--- src/rtl/simd_pkg.sv ---
package simd_pkg;
  typedef enum logic [1:0] {
    LANE_B8  = 2'd0,
    LANE_H16 = 2'd1,
    LANE_W32 = 2'd2,
    LANE_D64 = 2'd3
  } lane_sz_e;

  localparam int unsigned SLICE_W    = 8;
  localparam int unsigned NUM_SLICES = 8;
endpackage

--- src/rtl/simd_slice_add.sv ---
module simd_slice_add #(
  parameter int unsigned W = 8
) (
  input  logic [W-1:0] a_i,
  input  logic [W-1:0] b_i,
  input  logic         cin_i,
  output logic [W-1:0] sum_o,
  output logic         cout_o
);
  logic [W:0] full;

  assign full   = {1'b0, a_i} + {1'b0, b_i} + {{W{1'b0}}, cin_i};
  assign sum_o  = full[W-1:0];
  assign cout_o = full[W];
endmodule

--- src/rtl/simd_lane_map.sv ---
module simd_lane_map
  import simd_pkg::*;
#(
  parameter int unsigned N     = NUM_SLICES,
  parameter int unsigned IDX_W = $clog2(N)
) (
  input  lane_sz_e             size_i,
  output logic [N-1:0]         start_o,
  output logic [IDX_W-1:0]     top_idx_o [N],
  output logic                 full_o
);
  logic [31:0] mask;

  assign mask   = (32'd1 << size_i) - 32'd1;
  assign full_o = (32'd1 << size_i) >= N;

  for (genvar k = 0; k < N; k++) begin : g_map
    logic [31:0] top;
    always_comb begin
      top = 32'(k) | mask;
      if (top > N - 1) top = N - 1;
    end
    assign start_o[k]   = (32'(k) & mask) == 32'd0;
    assign top_idx_o[k] = top[IDX_W-1:0];
  end
endmodule

--- src/rtl/simd_slice_sat.sv ---
module simd_slice_sat #(
  parameter int unsigned W = 8
) (
  input  logic [W-1:0] sum_i,
  input  logic         is_top_i,
  input  logic         ovf_i,
  input  logic         hi_i,
  input  logic         signed_i,
  output logic [W-1:0] res_o
);
  always_comb begin
    if (!ovf_i)
      res_o = sum_i;
    else if (signed_i && is_top_i)
      res_o = hi_i ? {1'b0, {(W-1){1'b1}}} : {1'b1, {(W-1){1'b0}}};
    else
      res_o = {W{hi_i}};
  end
endmodule

--- src/rtl/simd_addsub.sv ---
module simd_addsub
  import simd_pkg::*;
#(
  parameter int unsigned SW     = SLICE_W,
  parameter int unsigned NS     = NUM_SLICES,
  localparam int unsigned DW    = SW * NS,
  localparam int unsigned IDX_W = $clog2(NS)
) (
  input  logic          clk_i,
  input  logic          rst_ni,
  input  logic [DW-1:0] a_i,
  input  logic [DW-1:0] b_i,
  input  logic [1:0]    size_i,
  input  logic          sub_i,
  input  logic          sat_i,
  input  logic          signed_i,
  output logic [DW-1:0] result_o
);
  lane_sz_e         size;
  logic [DW-1:0]    b_eff;
  logic [NS-1:0]    start, cin, cout, ovf_at, hi_at;
  logic [SW-1:0]    sum [NS];
  logic [IDX_W-1:0] top_idx [NS];
  logic             full;
  logic [DW-1:0]    nxt;

  assign size  = lane_sz_e'(size_i);
  assign b_eff = sub_i ? ~b_i : b_i;

  simd_lane_map #(.N(NS), .IDX_W(IDX_W)) u_map (
    .size_i   (size),
    .start_o  (start),
    .top_idx_o(top_idx),
    .full_o   (full)
  );

  for (genvar k = 0; k < NS; k++) begin : g_slice
    logic a_msb, b_msb;
    if (k == 0) begin : g_first
      assign cin[k] = sub_i;
    end else begin : g_chain
      // lane start cuts the chain and injects the subtract carry
      assign cin[k] = start[k] ? sub_i : cout[k-1];
    end

    simd_slice_add #(.W(SW)) u_add (
      .a_i   (a_i[k*SW +: SW]),
      .b_i   (b_eff[k*SW +: SW]),
      .cin_i (cin[k]),
      .sum_o (sum[k]),
      .cout_o(cout[k])
    );

    assign a_msb     = a_i[k*SW + SW - 1];
    assign b_msb     = b_eff[k*SW + SW - 1];
    // overflow and clamp direction, valid when this slice tops a lane
    assign ovf_at[k] = signed_i ? ((a_msb == b_msb) && (sum[k][SW-1] != a_msb))
                                : (cout[k] ^ sub_i);
    assign hi_at[k]  = signed_i ? ~a_msb : ~sub_i;

    simd_slice_sat #(.W(SW)) u_sat (
      .sum_i   (sum[k]),
      .is_top_i(top_idx[k] == IDX_W'(k)),
      .ovf_i   (sat_i & ~full & ovf_at[top_idx[k]]),
      .hi_i    (hi_at[top_idx[k]]),
      .signed_i(signed_i),
      .res_o   (nxt[k*SW +: SW])
    );
  end

  always_ff @(posedge clk_i or negedge rst_ni) begin
    if (!rst_ni) result_o <= '0;
    else         result_o <= nxt;
  end

  function automatic logic slices_ge(input logic [DW-1:0] x, input logic [DW-1:0] y);
    logic ok;
    ok = 1'b1;
    for (int i = 0; i < NS; i++)
      if (x[i*SW +: SW] < y[i*SW +: SW]) ok = 1'b0;
    return ok;
  endfunction

  a_r1_reset_clear: assert property (@(posedge clk_i) disable iff (!rst_ni)
    $rose(rst_ni) |-> result_o == '0);

  a_r5_slice0_wrap: assert property (@(posedge clk_i) disable iff (!rst_ni)
    $past(rst_ni) && $past(size_i == 2'd0 && !sat_i && !sub_i)
    |-> result_o[SW-1:0] == $past(a_i[SW-1:0] + b_i[SW-1:0]));

  a_r9_full_wrap: assert property (@(posedge clk_i) disable iff (!rst_ni)
    $past(rst_ni) && $past(size_i == 2'd3)
    |-> result_o == $past(sub_i ? a_i - b_i : a_i + b_i));

  a_r6_no_shrink: assert property (@(posedge clk_i) disable iff (!rst_ni)
    $past(rst_ni) && $past(size_i == 2'd0 && sat_i && !signed_i && !sub_i)
    |-> slices_ge(result_o, $past(a_i)));

  a_r7_no_grow: assert property (@(posedge clk_i) disable iff (!rst_ni)
    $past(rst_ni) && $past(size_i == 2'd0 && sat_i && !signed_i && sub_i)
    |-> slices_ge($past(a_i), result_o));
endmodule

--- config.mk ---
export PLATFORM = sky130hd
export DESIGN_NAME = simd_addsub
export DESIGN_NICKNAME = d
export VERILOG_FILES = /design/src/rtl/simd_pkg.sv /design/src/rtl/simd_slice_add.sv /design/src/rtl/simd_lane_map.sv /design/src/rtl/simd_slice_sat.sv /design/src/rtl/simd_addsub.sv
export SDC_FILE = /design/constraint.sdc
export NUM_CORES = 1
export LEC_CHECK = 0
export CORE_MARGIN = 2
export CORE_UTILIZATION = 49
export DETAILED_ROUTE_END_ITERATION = 8
export DONT_BUFFER_PORTS = 1
export GPL_TIMING_DRIVEN = 0
export PLACE_DENSITY = 0.65
export SLEW_MARGIN = 20
export SYNTH_ARGS = -nofsm -noshare
export SYNTH_HDL_FRONTEND = slang
export SYNTH_SLANG_ARGS = --single-unit
--- constraint.sdc ---
create_clock -name clk_i -period 0.9 [get_ports clk_i]
set_clock_uncertainty 0.2 [all_clocks]
set_input_delay 0.135 -clock clk_i [delete_from_list [all_inputs] [get_ports clk_i]]
set_output_delay 0.135 -clock clk_i [all_outputs]
set_load 0.01 [all_outputs]
==> out/metrics.json, run 1 <==
{
  "synth-edff-count": {"value": 0},
  "antenna_cells": {"value": 0},
  "power_density_cells": {"value": 1840, "unit": "nW/µm²"},
  "drt_wirelength": {"value": 18300, "unit": "µm"},
  "synth.top_cell.area_share": {"value": 0.255},
  "drv.max_cap_violation_count": {"value": 0},
  "gr_util_all_layers": {"value": 0.267},
  "cp_data_required_time": {"value": 890, "unit": "ps"},
  "cp_max_fo": {"value": 8},
  "vias_per_cell": {"value": 5.83},
  "dr_total_vias": {"value": 5477},
  "pin_count_of_the_biggest_net_entering_global_routing": {"value": 65},
  "grt_setup_unrepaired": {"value": "yes"},
  "core.rowCount": {"value": 41},
  "syn-instance-count": {"value": 680},
  "initial_utilization": {"value": 0.500},
  "synth-async-reset-ratio": {"value": 1.00},
  "fin_nets": {"value": 970},
  "clkTransAtPathRegs": {"value": 60, "unit": "ps"},
  "die-area": {"value": 13800, "unit": "µm²"},
  "power.static_leakage": {"value": 0.00366, "unit": "µW"},
  "final_util": {"value": 0.629},
  "setup.worst_path.start": {"value": "sub_i"},
  "yosysTopAreaCell": {"value": "sky130_fd_sc_hd__dfrtp_1"},
  "achievable-frequency": {"value": 80.7, "unit": "MHz"},
  "ios": {"value": 199},
  "run_status": {"value": "complete, but fails checks"},
  "worst-slew-pin-transition": {"value": 1030, "unit": "ps"},
  "largest_register_ffs": {"value": 64},
  "htreeDepth": {"value": 3},
  "power.ir.vdd_worst": {"value": 0.000985, "unit": "V"},
  "timing.final.crit_share": {"value": 13.8},
  "start_kind": {"value": "input port"},
  "initialDrtViolationCount": {"value": 275},
  "floorplan.die.height": {"value": 117, "unit": "µm"},
  "max-slew-margin-rel": {"value": 0.311},
  "synthTopCellsByArea": {"value": "sky130_fd_sc_hd__dfrtp_1 25%, sky130_fd_sc_hd__ha_1 11%, sky130_fd_sc_hd__xor2_1 11%"},
  "critical_path.max_stage_delay": {"value": 440, "unit": "ps"},
  "cts_root_buf": {"value": "sky130_fd_sc_hd__clkbuf_16"},
  "tritoncts": {"value": "built"},
  "critPathCaptureType": {"value": "register"},
  "floorplan.die.width": {"value": 117, "unit": "µm"},
  "slew_viol_final": {"value": 0},
  "post_synthesis_cell_area": {"value": 6290, "unit": "µm²"},
  "violations_in_the_final_reports": {"value": "negative hold slack, negative setup slack"},
  "synth.yosys.warnings": {"value": 0},
  "syn_nets": {"value": 887},
  "cts.sink_count": {"value": 64},
  "fin_crit": {"value": 12390, "unit": "ps"},
  "via_count_of_the_first_global_routing_pass": {"value": 5612},
  "coreArea": {"value": 12600, "unit": "µm²"},
  "syn2layout_area_growth": {"value": 25.8, "unit": "%"},
  "place.port_buffers": {"value": 0},
  "worstSetupPathType": {"value": "in -> reg"},
  "numCtsBuffers": {"value": 9},
  "cts_hold_buffers": {"value": 1},
  "place_hpwl": {"value": 13100, "unit": "µm"},
  "synth_area_per_cell": {"value": 9.24, "unit": "µm²"},
  "synth_sequential_area_ratio": {"value": 0.255},
  "cts-root-to-sink-buffers": {"value": 2},
  "top_regs": {"value": "result_o x64"},
  "gr-total-overflow": {"value": 0},
  "antenna_left": {"value": 0},
  "route.detailed.wl_per_inst": {"value": 19.4, "unit": "µm"},
  "drt-pass1-iter-count": {"value": 5},
  "cpMaxStageDelayCell": {"value": "sky130_fd_sc_hd__fa_2"},
  "hold_ws": {"value": -722, "unit": "ps"},
  "synth_flop_cell": {"value": "sky130_fd_sc_hd__dfrtp_1"},
  "setup_slack": {"value": -11490, "unit": "ps"},
  "regMostFlops": {"value": "result_o"},
  "grt_antenna_before_repair": {"value": 0},
  "final-setup-viol-count": {"value": 128},
  "crit_path_frequent_cell": {"value": "sky130_fd_sc_hd__fa_2"},
  "post_route_cells_drive_above_1_share": {"value": 0.249},
  "synth_cell_type_count": {"value": 71},
  "critical_path_at": {"value": 12380, "unit": "ps"},
  "crit_end": {"value": "result_o[38]"},
  "min-delay-path-class": {"value": "in -> async"},
  "postSynthRegisterBits": {"value": 64},
  "remaining_drc_errors": {"value": 0},
  "wire_length_of_the_first_global_routing_pass": {"value": 28300, "unit": "µm"},
  "globalplace.congestion": {"value": 0.880},
  "finalSetupTns": {"value": -580100, "unit": "ps"},
  "finalHoldViolations": {"value": 89}
}
[cells in the final DEF, fill, tap and decap left out, types with 4 or more instances in the layout]
cell / count
sky130_fd_sc_hd__and3_1: 5
sky130_fd_sc_hd__a31oi_1: 8
sky130_fd_sc_hd__o21bai_1: 4
sky130_fd_sc_hd__or2_2: 6
sky130_fd_sc_hd__o2111ai_1: 5
sky130_fd_sc_hd__dfrtp_1: 64
sky130_fd_sc_hd__o21a_1: 10
sky130_fd_sc_hd__fa_2: 15
sky130_fd_sc_hd__nand2b_1: 11
sky130_fd_sc_hd__buf_6: 9
sky130_fd_sc_hd__nor2b_1: 7
sky130_fd_sc_hd__o21ai_2: 7
sky130_fd_sc_hd__xor2_1: 75
sky130_fd_sc_hd__nor2_1: 29
sky130_fd_sc_hd__o21ai_1: 11
sky130_fd_sc_hd__nand2_1: 30
sky130_fd_sc_hd__mux2i_1: 49
sky130_fd_sc_hd__a21o_1: 15
sky130_fd_sc_hd__o21ai_0: 25
sky130_fd_sc_hd__a21oi_1: 31
sky130_fd_sc_hd__inv_1: 34
sky130_fd_sc_hd__ha_1: 54
sky130_fd_sc_hd__buf_4: 65
sky130_fd_sc_hd__xnor2_1: 35
sky130_fd_sc_hd__clkbuf_16: 12
sky130_fd_sc_hd__nor3_1: 12
sky130_fd_sc_hd__a21oi_2: 8
sky130_fd_sc_hd__clkbuf_1: 4
sky130_fd_sc_hd__clkinvlp_4: 5
sky130_fd_sc_hd__nand3b_1: 6
sky130_fd_sc_hd__nand3_1: 10
[Yosys cell counts, drive strengths merged (3+ instances only)]
cell type and n:
nor2b 11, mux2i 49, and3 5, nand4 3, xor2 77, o21ai 45
o31ai 8, nor2 34, ha 57, nand3 10, clkbuf 11, o21bai 4
nand2 33, and2 4, o2111ai 5, xnor2 35, o21a 11, nor3 12
nor3b 4, inv 36, buf 13, fa 15, nand2b 12, dfrtp 64
nand3b 6, or2 8, a21oi 41, a31oi 10, a21o 15, a211oi 6
[per-stage QoR]
stage	total power (µW)	instance area [µm²]	std cells	hold WS, ps	setup WS (ps)
floorplan	8740	6510	680	-361	-11030
global placement	9630	6720	852	-359	-12810
detailed placement	9830	6720	852	-359	-13110
CTS	14300	7690	920	-727	-11550
global route	15500	7910	940	-734	-12020
finish	14600	7910	940	-722	-11490
[routing by layer]
layer | vias to the layer above | GRT usage | routed length (µm)
met5 | - | 0 | 0
met4 | 0 | 0.109 | 606
met3 | 43 | 0.0819 | 1500
met2 | 204 | 0.462 | 9100
met1 | 2638 | 0.307 | 7050
li1 | 2592 | - | -
[kinds of logic (layout without fill, tap and decap cells)]
| family | Yosys count | after routing | synth area share |
|---|---|---|---|
| AOI/OAI and AO/OA | 170 | 170 | 0.180 |
| xor gates and xnor gates | 112 | 112 | 0.156 |
| adders and majority gates | 72 | 72 | 0.161 |
| buffers and inverters | 61 | 148 | 0.0424 |
| DFF | 64 | 64 | 0.255 |
| muxes | 51 | 51 | 0.0816 |
| and+or+nand+nor | 150 | 151 | 0.124 |
[worst max-delay path, delay by kind of cell]
family	cells	cell delay [ps]
adders and majority gates	15	5490
AOI/OAI and AO/OA	26	3370
and+or+nand+nor	15	1830
buffers and inverters	8	900
muxes	3	460
xor gates and xnor gates	1	170
[report_power, final]
part | internal (µW) | total [µW] | switching [µW]
registers | 3870 | 4830 | 968
clock network | 2140 | 3580 | 1440
logic | 3070 | 6160 | 3080
total | 9080 | 14600 | 5490
[what timing repair did]
item	in CTS	in global routing
cloned	3	1
pin swaps	28	6
resized for setup	61	23
buffers inserted	49	19
setup endpoints to repair	128	128
hold endpoints to repair	93	81
[final cells by class]
class | count | area [µm²]
inverter | 37 | 139
buffer | 23 | 250
clock inverter | 7 | 72.6
multi-input combinational | 556 | 4830
clock buffer | 9 | 225
sequential | 64 | 1600
tap | 172 | 215
fill | 1057 | 4660
timing repair buffer | 72 | 578
[worst min path at each step]
| stage | startpoint | to |
|---|---|---|
| finish | rst_ni | result_o[2] |
| global route | rst_ni | result_o[46] |
| CTS | rst_ni | result_o[46] |
| detailed placement | rst_ni | result_o[3] |
| global placement | rst_ni | result_o[3] |
| floorplan | rst_ni | result_o[0] |
No activity file was read; power rests on OpenSTA's default activity.
==> inputs of run 2 (changes only) <==
Settings changed: CORE_UTILIZATION 49 to 45, PLACE_DENSITY 0.65 to 0.61.
==> run 2 against run 1 <==
Against the previous run:
- the run still ends with negative hold slack, negative setup slack left
- critical path depth did not move
- global-route usage fell by 2.5 points
- sequential share of layout area fell by 0.35 points
- design area rose by 1.8%
- final cell count rose by 2.0%
- via count fell by 0.89%
- non-clock buffer count rose by 11
- hold slack improved by 16 ps
- total power rose by 0.24%
- first-iteration DRC count fell by 13%
- count of clock-buffer cells in the layout did not move
- largest power group unchanged
==> out/metrics.json, run 2 (synthesized netlist as in run 1, its figures left out) <==
{
  "run_status": {"value": "complete, but fails checks"},
  "violations_in_the_final_reports": {"value": "negative hold slack, negative setup slack"},
  "numCtsBuffers": {"value": 9},
  "drt-pass1-iter-count": {"value": 4},
  "via_count_of_the_first_global_routing_pass": {"value": 5444},
  "regMostFlops": {"value": "result_o"},
  "crit_path_frequent_cell": {"value": "sky130_fd_sc_hd__fa_2"},
  "place_worst_setup_slack": {"value": -13130, "unit": "ps"},
  "layout.cells.most_common": {"value": "sky130_fd_sc_hd__buf_4"},
  "wire_length_of_the_first_global_routing_pass": {"value": 27900, "unit": "µm"},
  "dr_total_vias": {"value": 5428},
  "largest_register_ffs": {"value": 64},
  "final-setup-viol-count": {"value": 128},
  "totalPowerFinal": {"value": 14600, "unit": "µW"},
  "grt.met3_usage": {"value": 0.0693},
  "antenna_cells": {"value": 0},
  "critical_path_at": {"value": 12390, "unit": "ps"},
  "floorplan.die.width": {"value": 122, "unit": "µm"},
  "top_regs": {"value": "result_o x64"},
  "grt_antenna_before_repair": {"value": 0},
  "seq_power_share": {"value": 0.332},
  "min-delay-path-class": {"value": "in -> async"},
  "vias_per_cell": {"value": 5.66},
  "power.combinational.fraction": {"value": 0.432},
  "final-seq-area": {"value": 1600, "unit": "µm²"},
  "cpMaxStageDelayCell": {"value": "sky130_fd_sc_hd__fa_2"},
  "antenna_left": {"value": 0},
  "detailed_place.area": {"value": 6730, "unit": "µm²"},
  "htreeDepth": {"value": 3},
  "achievable-frequency": {"value": 80.6, "unit": "MHz"},
  "max-slew-margin-rel": {"value": 0.304},
  "top_usage_layer": {"value": "met2"},
  "core.rowCount": {"value": 43},
  "globalplace.congestion": {"value": 0.880},
  "drv.max_cap_violation_count": {"value": 0},
  "clock_power_share": {"value": 0.235},
  "hold_ws": {"value": -706, "unit": "ps"},
  "final_util": {"value": 0.584},
  "cts.sink_count": {"value": 64},
  "drt_wirelength": {"value": 18200, "unit": "µm"},
  "finalHoldViolations": {"value": 84},
  "place.port_buffers": {"value": 0},
  "critical_path.max_stage_delay": {"value": 450, "unit": "ps"},
  "initial_utilization": {"value": 0.456},
  "die-area": {"value": 14900, "unit": "µm²"},
  "syn2layout_area_growth": {"value": 28.0, "unit": "%"},
  "cts-root-to-sink-buffers": {"value": 2},
  "initialDrtViolationCount": {"value": 240},
  "p_sw": {"value": 5430, "unit": "µW"},
  "power.internal": {"value": 9170, "unit": "µW"},
  "tritoncts": {"value": "built"},
  "grt_setup_unrepaired": {"value": "yes"},
  "cp_max_fo": {"value": 8},
  "power.static_leakage": {"value": 0.00374, "unit": "µW"},
  "cts_root_buf": {"value": "sky130_fd_sc_hd__clkbuf_16"},
  "highest_count_cells_in_the_layout_ignoring_fill_and_taps": {"value": "78 x sky130_fd_sc_hd__buf_4, 75 x sky130_fd_sc_hd__xor2_1, 64 x sky130_fd_sc_hd__dfrtp_1"},
  "power.ir.vdd_worst": {"value": 0.000885, "unit": "V"},
  "clkTransAtPathRegs": {"value": 60, "unit": "ps"},
  "gr_util_all_layers": {"value": 0.242},
  "globalRouteMet1Util": {"value": 0.280},
  "use_met2": {"value": 0.429},
  "fin_nets": {"value": 981},
  "cp_data_required_time": {"value": 880, "unit": "ps"},
  "route.detailed.wl_per_inst": {"value": 19.0, "unit": "µm"},
  "p_sw_frac": {"value": 0.372},
  "fillers": {"value": 1226},
  "fin_crit": {"value": 12410, "unit": "ps"},
  "gr-total-overflow": {"value": 0},
  "power_density_cells": {"value": 1810, "unit": "nW/µm²"},
  "worst-slew-pin-transition": {"value": 1040, "unit": "ps"},
  "ios": {"value": 199},
  "coreArea": {"value": 13800, "unit": "µm²"},
  "start_kind": {"value": "input port"},
  "slew_viol_final": {"value": 0},
  "post_route_cells_drive_above_1_share": {"value": 0.281},
  "place_hpwl": {"value": 13400, "unit": "µm"},
  "multi_input_gate_area_in_the_final_layout": {"value": 4880, "unit": "µm²"},
  "timing.final.crit_share": {"value": 13.8},
  "critPathCaptureType": {"value": "register"},
  "pin_count_of_the_biggest_net_entering_global_routing": {"value": 65},
  "finalInstanceArea": {"value": 8050, "unit": "µm²"},
  "floorplan.die.height": {"value": 122, "unit": "µm"},
  "remaining_drc_errors": {"value": 0},
  "setup_slack": {"value": -11510, "unit": "ps"},
  "worstSetupPathType": {"value": "in -> reg"}
}
==> run 2: worst max path at each step <==
stage                     start      endpoint  cells past startpoint
after global routing      sub_i  result_o[34]                     68
after detailed placement  sub_i  result_o[36]                     66
final                     sub_i  result_o[33]                     68
after global placement    sub_i  result_o[35]                     66
after CTS                 sub_i  result_o[34]                     68
after floorplan           sub_i  result_o[32]                     67
==> run 2: layer usage <==
metal / vias up / part of all wire
li1: 2599 / -
met5: - / 0
met1: 2626 / 0.39
met2: 177 / 0.51
met4: 0 / 0.024
met3: 26 / 0.071
==> run 2: repair_timing <==
action / CTS / global route
buffers inserted: 53 / 29
endpoints found under the setup margin: 128 / 128
endpoints found under the hold margin: 88 / 78
gates resized for setup: 63 / 39
gates cloned: 2 / 1
pin swaps: 56 / 58
==> run 2: final cells by class <==
type                       instances  share of cell area
clock inverter                     7             0.00777
clock buffer                       9              0.0280
buffer                            23              0.0322
timing repair buffer              83              0.0813
sequential                        64               0.199
inverter                          37              0.0173
multi-input combinational        556               0.607
tap                              180              0.0280
==> run 2: worst max-delay path: cells and delay by family <==
kind / cells / cell delay (ps)
buffers and inverters: 8 / 890
adder cells (fa/ha/maj): 15 / 5530
XOR/XNOR: 1 / 170
AND/OR/NAND/NOR: 15 / 1880
multiplexers: 3 / 430
AO/OA/AOI/OAI: 26 / 3270
==> run 2: metrics by stage <==
| step | std cells | setup TNS, ps |
|---|---|---|
| 3_3_place_gp | 860 | -639280 |
| 6_report | 959 | -575090 |
| 3_5_place_dp | 860 | -649340 |
| 2_1_floorplan | 680 | -543570 |
| 5_1_grt | 959 | -605890 |
| 4_1_cts | 930 | -590590 |
==> run 2: power groups by stage <==
stage | logic, µW | clock network (µW) | registers, µW
floorplan | 4050 | 0 | 4690
global placement | 4770 | 0 | 4900
detailed placement | 4930 | 0 | 4920
CTS | 5790 | 3490 | 4880
global route | 6990 | 3640 | 4960
finish | 6310 | 3440 | 4850
==> inputs of run 3 (changes only) <==
Settings changed: ABC_AREA set to 1.
==> run 3 against run 2 <==
Against the previous run:
- the flow still finishes with violations (negative hold slack, negative setup slack)
- setup slack improved by 1800 ps
- flip-flop and latch count unchanged
- design area grew 2.3%
- core utilization is 3.2 points higher
- global-route usage is 2.1 points higher
- synthesized cell count up 21%
- via count is 10% higher
- non-clock buffer count grew 1
- fmax up 17%
- final cell count up 16%
- sequential power hardly changed
- critical path type unchanged
- largest cell class unchanged
==> out/metrics.json, run 3 <==
{
  "synthTopCellsByArea": {"value": "sky130_fd_sc_hd__dfrtp_1 26%, sky130_fd_sc_hd__nand2_1 14%, sky130_fd_sc_hd__ha_1 12%"},
  "cts.sink_count": {"value": 64},
  "setup.worst_path.start": {"value": "sub_i"},
  "synth_cell_type_count": {"value": 37},
  "synth_area_per_cell": {"value": 7.50, "unit": "µm²"},
  "antenna_left": {"value": 0},
  "top_regs": {"value": "result_o x64"},
  "synth.yosys.warnings": {"value": 0},
  "wire_length_of_the_first_global_routing_pass": {"value": 30100, "unit": "µm"},
  "remaining_drc_errors": {"value": 0},
  "slew_viol_final": {"value": 0},
  "synth-edff-count": {"value": 0},
  "synth_flop_cell": {"value": "sky130_fd_sc_hd__dfrtp_1"},
  "final-seq-area": {"value": 1600, "unit": "µm²"},
  "route.detailed.wl_per_inst": {"value": 17.1, "unit": "µm"},
  "max-slew-margin-rel": {"value": 0.515},
  "post-synth-top-count-cell": {"value": "sky130_fd_sc_hd__nand2_1"},
  "postSynthRegisterBits": {"value": 64},
  "finalInstanceArea": {"value": 8230, "unit": "µm²"},
  "cpMaxStageDelayCell": {"value": "sky130_fd_sc_hd__fa_2"},
  "setup_slack": {"value": -9690, "unit": "ps"},
  "fin_nets": {"value": 1140},
  "htreeDepth": {"value": 3},
  "drt_wirelength": {"value": 19100, "unit": "µm"},
  "floorplan.die.height": {"value": 121, "unit": "µm"},
  "post_synthesis_cell_area": {"value": 6170, "unit": "µm²"},
  "timing.final.crit_share": {"value": 11.8},
  "power.static_leakage": {"value": 0.00415, "unit": "µW"},
  "critical_path_at": {"value": 10670, "unit": "ps"},
  "fin_crit": {"value": 10590, "unit": "ps"},
  "layout.cells.most_common": {"value": "sky130_fd_sc_hd__nand2_1"},
  "critical_path.max_stage_delay": {"value": 430, "unit": "ps"},
  "fillers": {"value": 1216},
  "vias_per_cell": {"value": 5.38},
  "multi_input_gate_area_in_the_final_layout": {"value": 4820, "unit": "µm²"},
  "start_kind": {"value": "input port"},
  "power.ir.vdd_worst": {"value": 0.000955, "unit": "V"},
  "grt_setup_unrepaired": {"value": "yes"},
  "gr_util_all_layers": {"value": 0.263},
  "hold_ws": {"value": -708, "unit": "ps"},
  "clkTransAtPathRegs": {"value": 60, "unit": "ps"},
  "place_hpwl": {"value": 13500, "unit": "µm"},
  "yosys-top-cells-count": {"value": "232 x sky130_fd_sc_hd__nand2_1, 89 x sky130_fd_sc_hd__inv_1, 80 x sky130_fd_sc_hd__xor2_1"},
  "syn_nets": {"value": 1030},
  "critPathCaptureType": {"value": "register"},
  "place_worst_setup_slack": {"value": -10780, "unit": "ps"},
  "drv.max_cap_violation_count": {"value": 0},
  "regMostFlops": {"value": "result_o"},
  "post_route_cells_drive_above_1_share": {"value": 0.295},
  "globalplace.congestion": {"value": 0.958},
  "cp_max_fo": {"value": 8},
  "ios": {"value": 199},
  "antenna_cells": {"value": 0},
  "final_util": {"value": 0.617},
  "gr-total-overflow": {"value": 0},
  "tritoncts": {"value": "built"},
  "final-setup-viol-count": {"value": 128},
  "synth_sequential_area_ratio": {"value": 0.259},
  "dpl.cell_count": {"value": 999},
  "worst-slew-pin-transition": {"value": 721, "unit": "ps"},
  "numCtsBuffers": {"value": 9},
  "cts-root-to-sink-buffers": {"value": 2},
  "syn-instance-count": {"value": 823},
  "grt_antenna_before_repair": {"value": 0},
  "detailed_place.area": {"value": 6520, "unit": "µm²"},
  "highest_count_cells_in_the_layout_ignoring_fill_and_taps": {"value": "186 x sky130_fd_sc_hd__nand2_1, 92 x sky130_fd_sc_hd__buf_4, 84 x sky130_fd_sc_hd__inv_1"},
  "worstSetupPathType": {"value": "in -> reg"},
  "finalHoldViolations": {"value": 83},
  "synth.top_cell.area_share": {"value": 0.259},
  "violations_in_the_final_reports": {"value": "negative hold slack, negative setup slack"},
  "place.port_buffers": {"value": 0},
  "min-delay-path-class": {"value": "in -> async"},
  "power_density_cells": {"value": 1820, "unit": "nW/µm²"},
  "largest_register_ffs": {"value": 64},
  "via_count_of_the_first_global_routing_pass": {"value": 6120},
  "run_status": {"value": "complete, but fails checks"},
  "die-area": {"value": 14700, "unit": "µm²"},
  "pin_count_of_the_biggest_net_entering_global_routing": {"value": 65},
  "initial_utilization": {"value": 0.463},
  "coreArea": {"value": 13300, "unit": "µm²"},
  "synth-async-reset-ratio": {"value": 1.00},
  "initialDrtViolationCount": {"value": 379},
  "syn2layout_area_growth": {"value": 33.3, "unit": "%"},
  "drt-pass1-iter-count": {"value": 5},
  "cts_root_buf": {"value": "sky130_fd_sc_hd__clkbuf_16"},
  "crit_path_frequent_cell": {"value": "sky130_fd_sc_hd__buf_4"},
  "achievable-frequency": {"value": 94.4, "unit": "MHz"},
  "yosysTopAreaCell": {"value": "sky130_fd_sc_hd__dfrtp_1"},
  "instances_no_fill": {"value": 1114},
  "core.rowCount": {"value": 42},
  "floorplan.die.width": {"value": 121, "unit": "µm"},
  "cp_data_required_time": {"value": 980, "unit": "ps"},
  "dr_total_vias": {"value": 5997}
}
## run 3: cell types whose count changed after synthesis, sizes merged, moves of 11 or more
cell | before | now
o21ai | 45 | 67
nor2b | 11 | 0
nand3 | 10 | 47
nand2b | 12 | 0
a21o | 15 | 4
nand2 | 33 | 238
inv | 36 | 95
mux2i | 49 | 0
## run 3: kinds of logic after synthesis
family                   synth area share
buffers and inverters              0.0671
adder cells (fa/ha/maj)             0.164
XOR/XNOR                            0.153
AO/OA/AOI/OAI                       0.124
flip-flops                          0.259
AND/OR/NAND/NOR                     0.232
## run 3: how the worst max path moves through the flow
stage	end	depth (start not counted)
2_1_floorplan	result_o[40]	64
3_3_place_gp	result_o[46]	64
3_5_place_dp	result_o[44]	64
4_1_cts	result_o[44]	63
5_1_grt	result_o[39]	62
6_report	result_o[39]	71
## run 3: area by class of cell
type	count	area share
multi-input combinational	654	0.585
sequential	64	0.195
timing repair buffer	97	0.0939
inverter	95	0.0464
clock buffer	13	0.0316
tap	176	0.0267
buffer	10	0.0152
clock inverter	3	0.00486
timing repair inverter	2	0.00182
## run 3: critical path, delay by kind of cell
family,cells,cell delay [ps]
AO/OA/AOI/OAI,9,1140
XOR/XNOR,1,190
adder cells (fa/ha/maj),9,3310
buffers and inverters,34,4120
AND/OR/NAND/NOR,18,1780
## run 3: stage by stage
stage / total power (µW) / setup TNS [ps]
after floorplan: 8490 / -425950
after global placement: 9470 / -510480
after detailed placement: 9620 / -518840
after CTS: 14300 / -480460
after global routing: 16100 / -497420
final: 15000 / -476370
## run 3: power breakdown
part / total [µW] / switching [µW] / internal, µW / leakage [µW]
combinational: 6610 / 3660 / 2950 / 0.00324
sequential: 4840 / 975 / 3860 / 0.000757
clock: 3570 / 1280 / 2290 / 0.000150
total: 15000 / 5920 / 9100 / 0.00415
## run 3: timing repair
item / 4_1_cts / 5_1_grt
setup endpoints to repair: 128 / 128
hold endpoints to repair: 87 / 82
pin swaps: 35 / 43
setup buffers: 105 / 18
resized for setup: 82 / 100
gates cloned: 2 / 1
## run 3: metal layers
layer	global-route usage	part of all wire	vias to the layer above
met2	0.473	0.51	206
met3	0.0620	0.070	33
met1	0.302	0.39	2861
met5	0	0	-
met4	0.0970	0.024	0
li1	-	-	2897
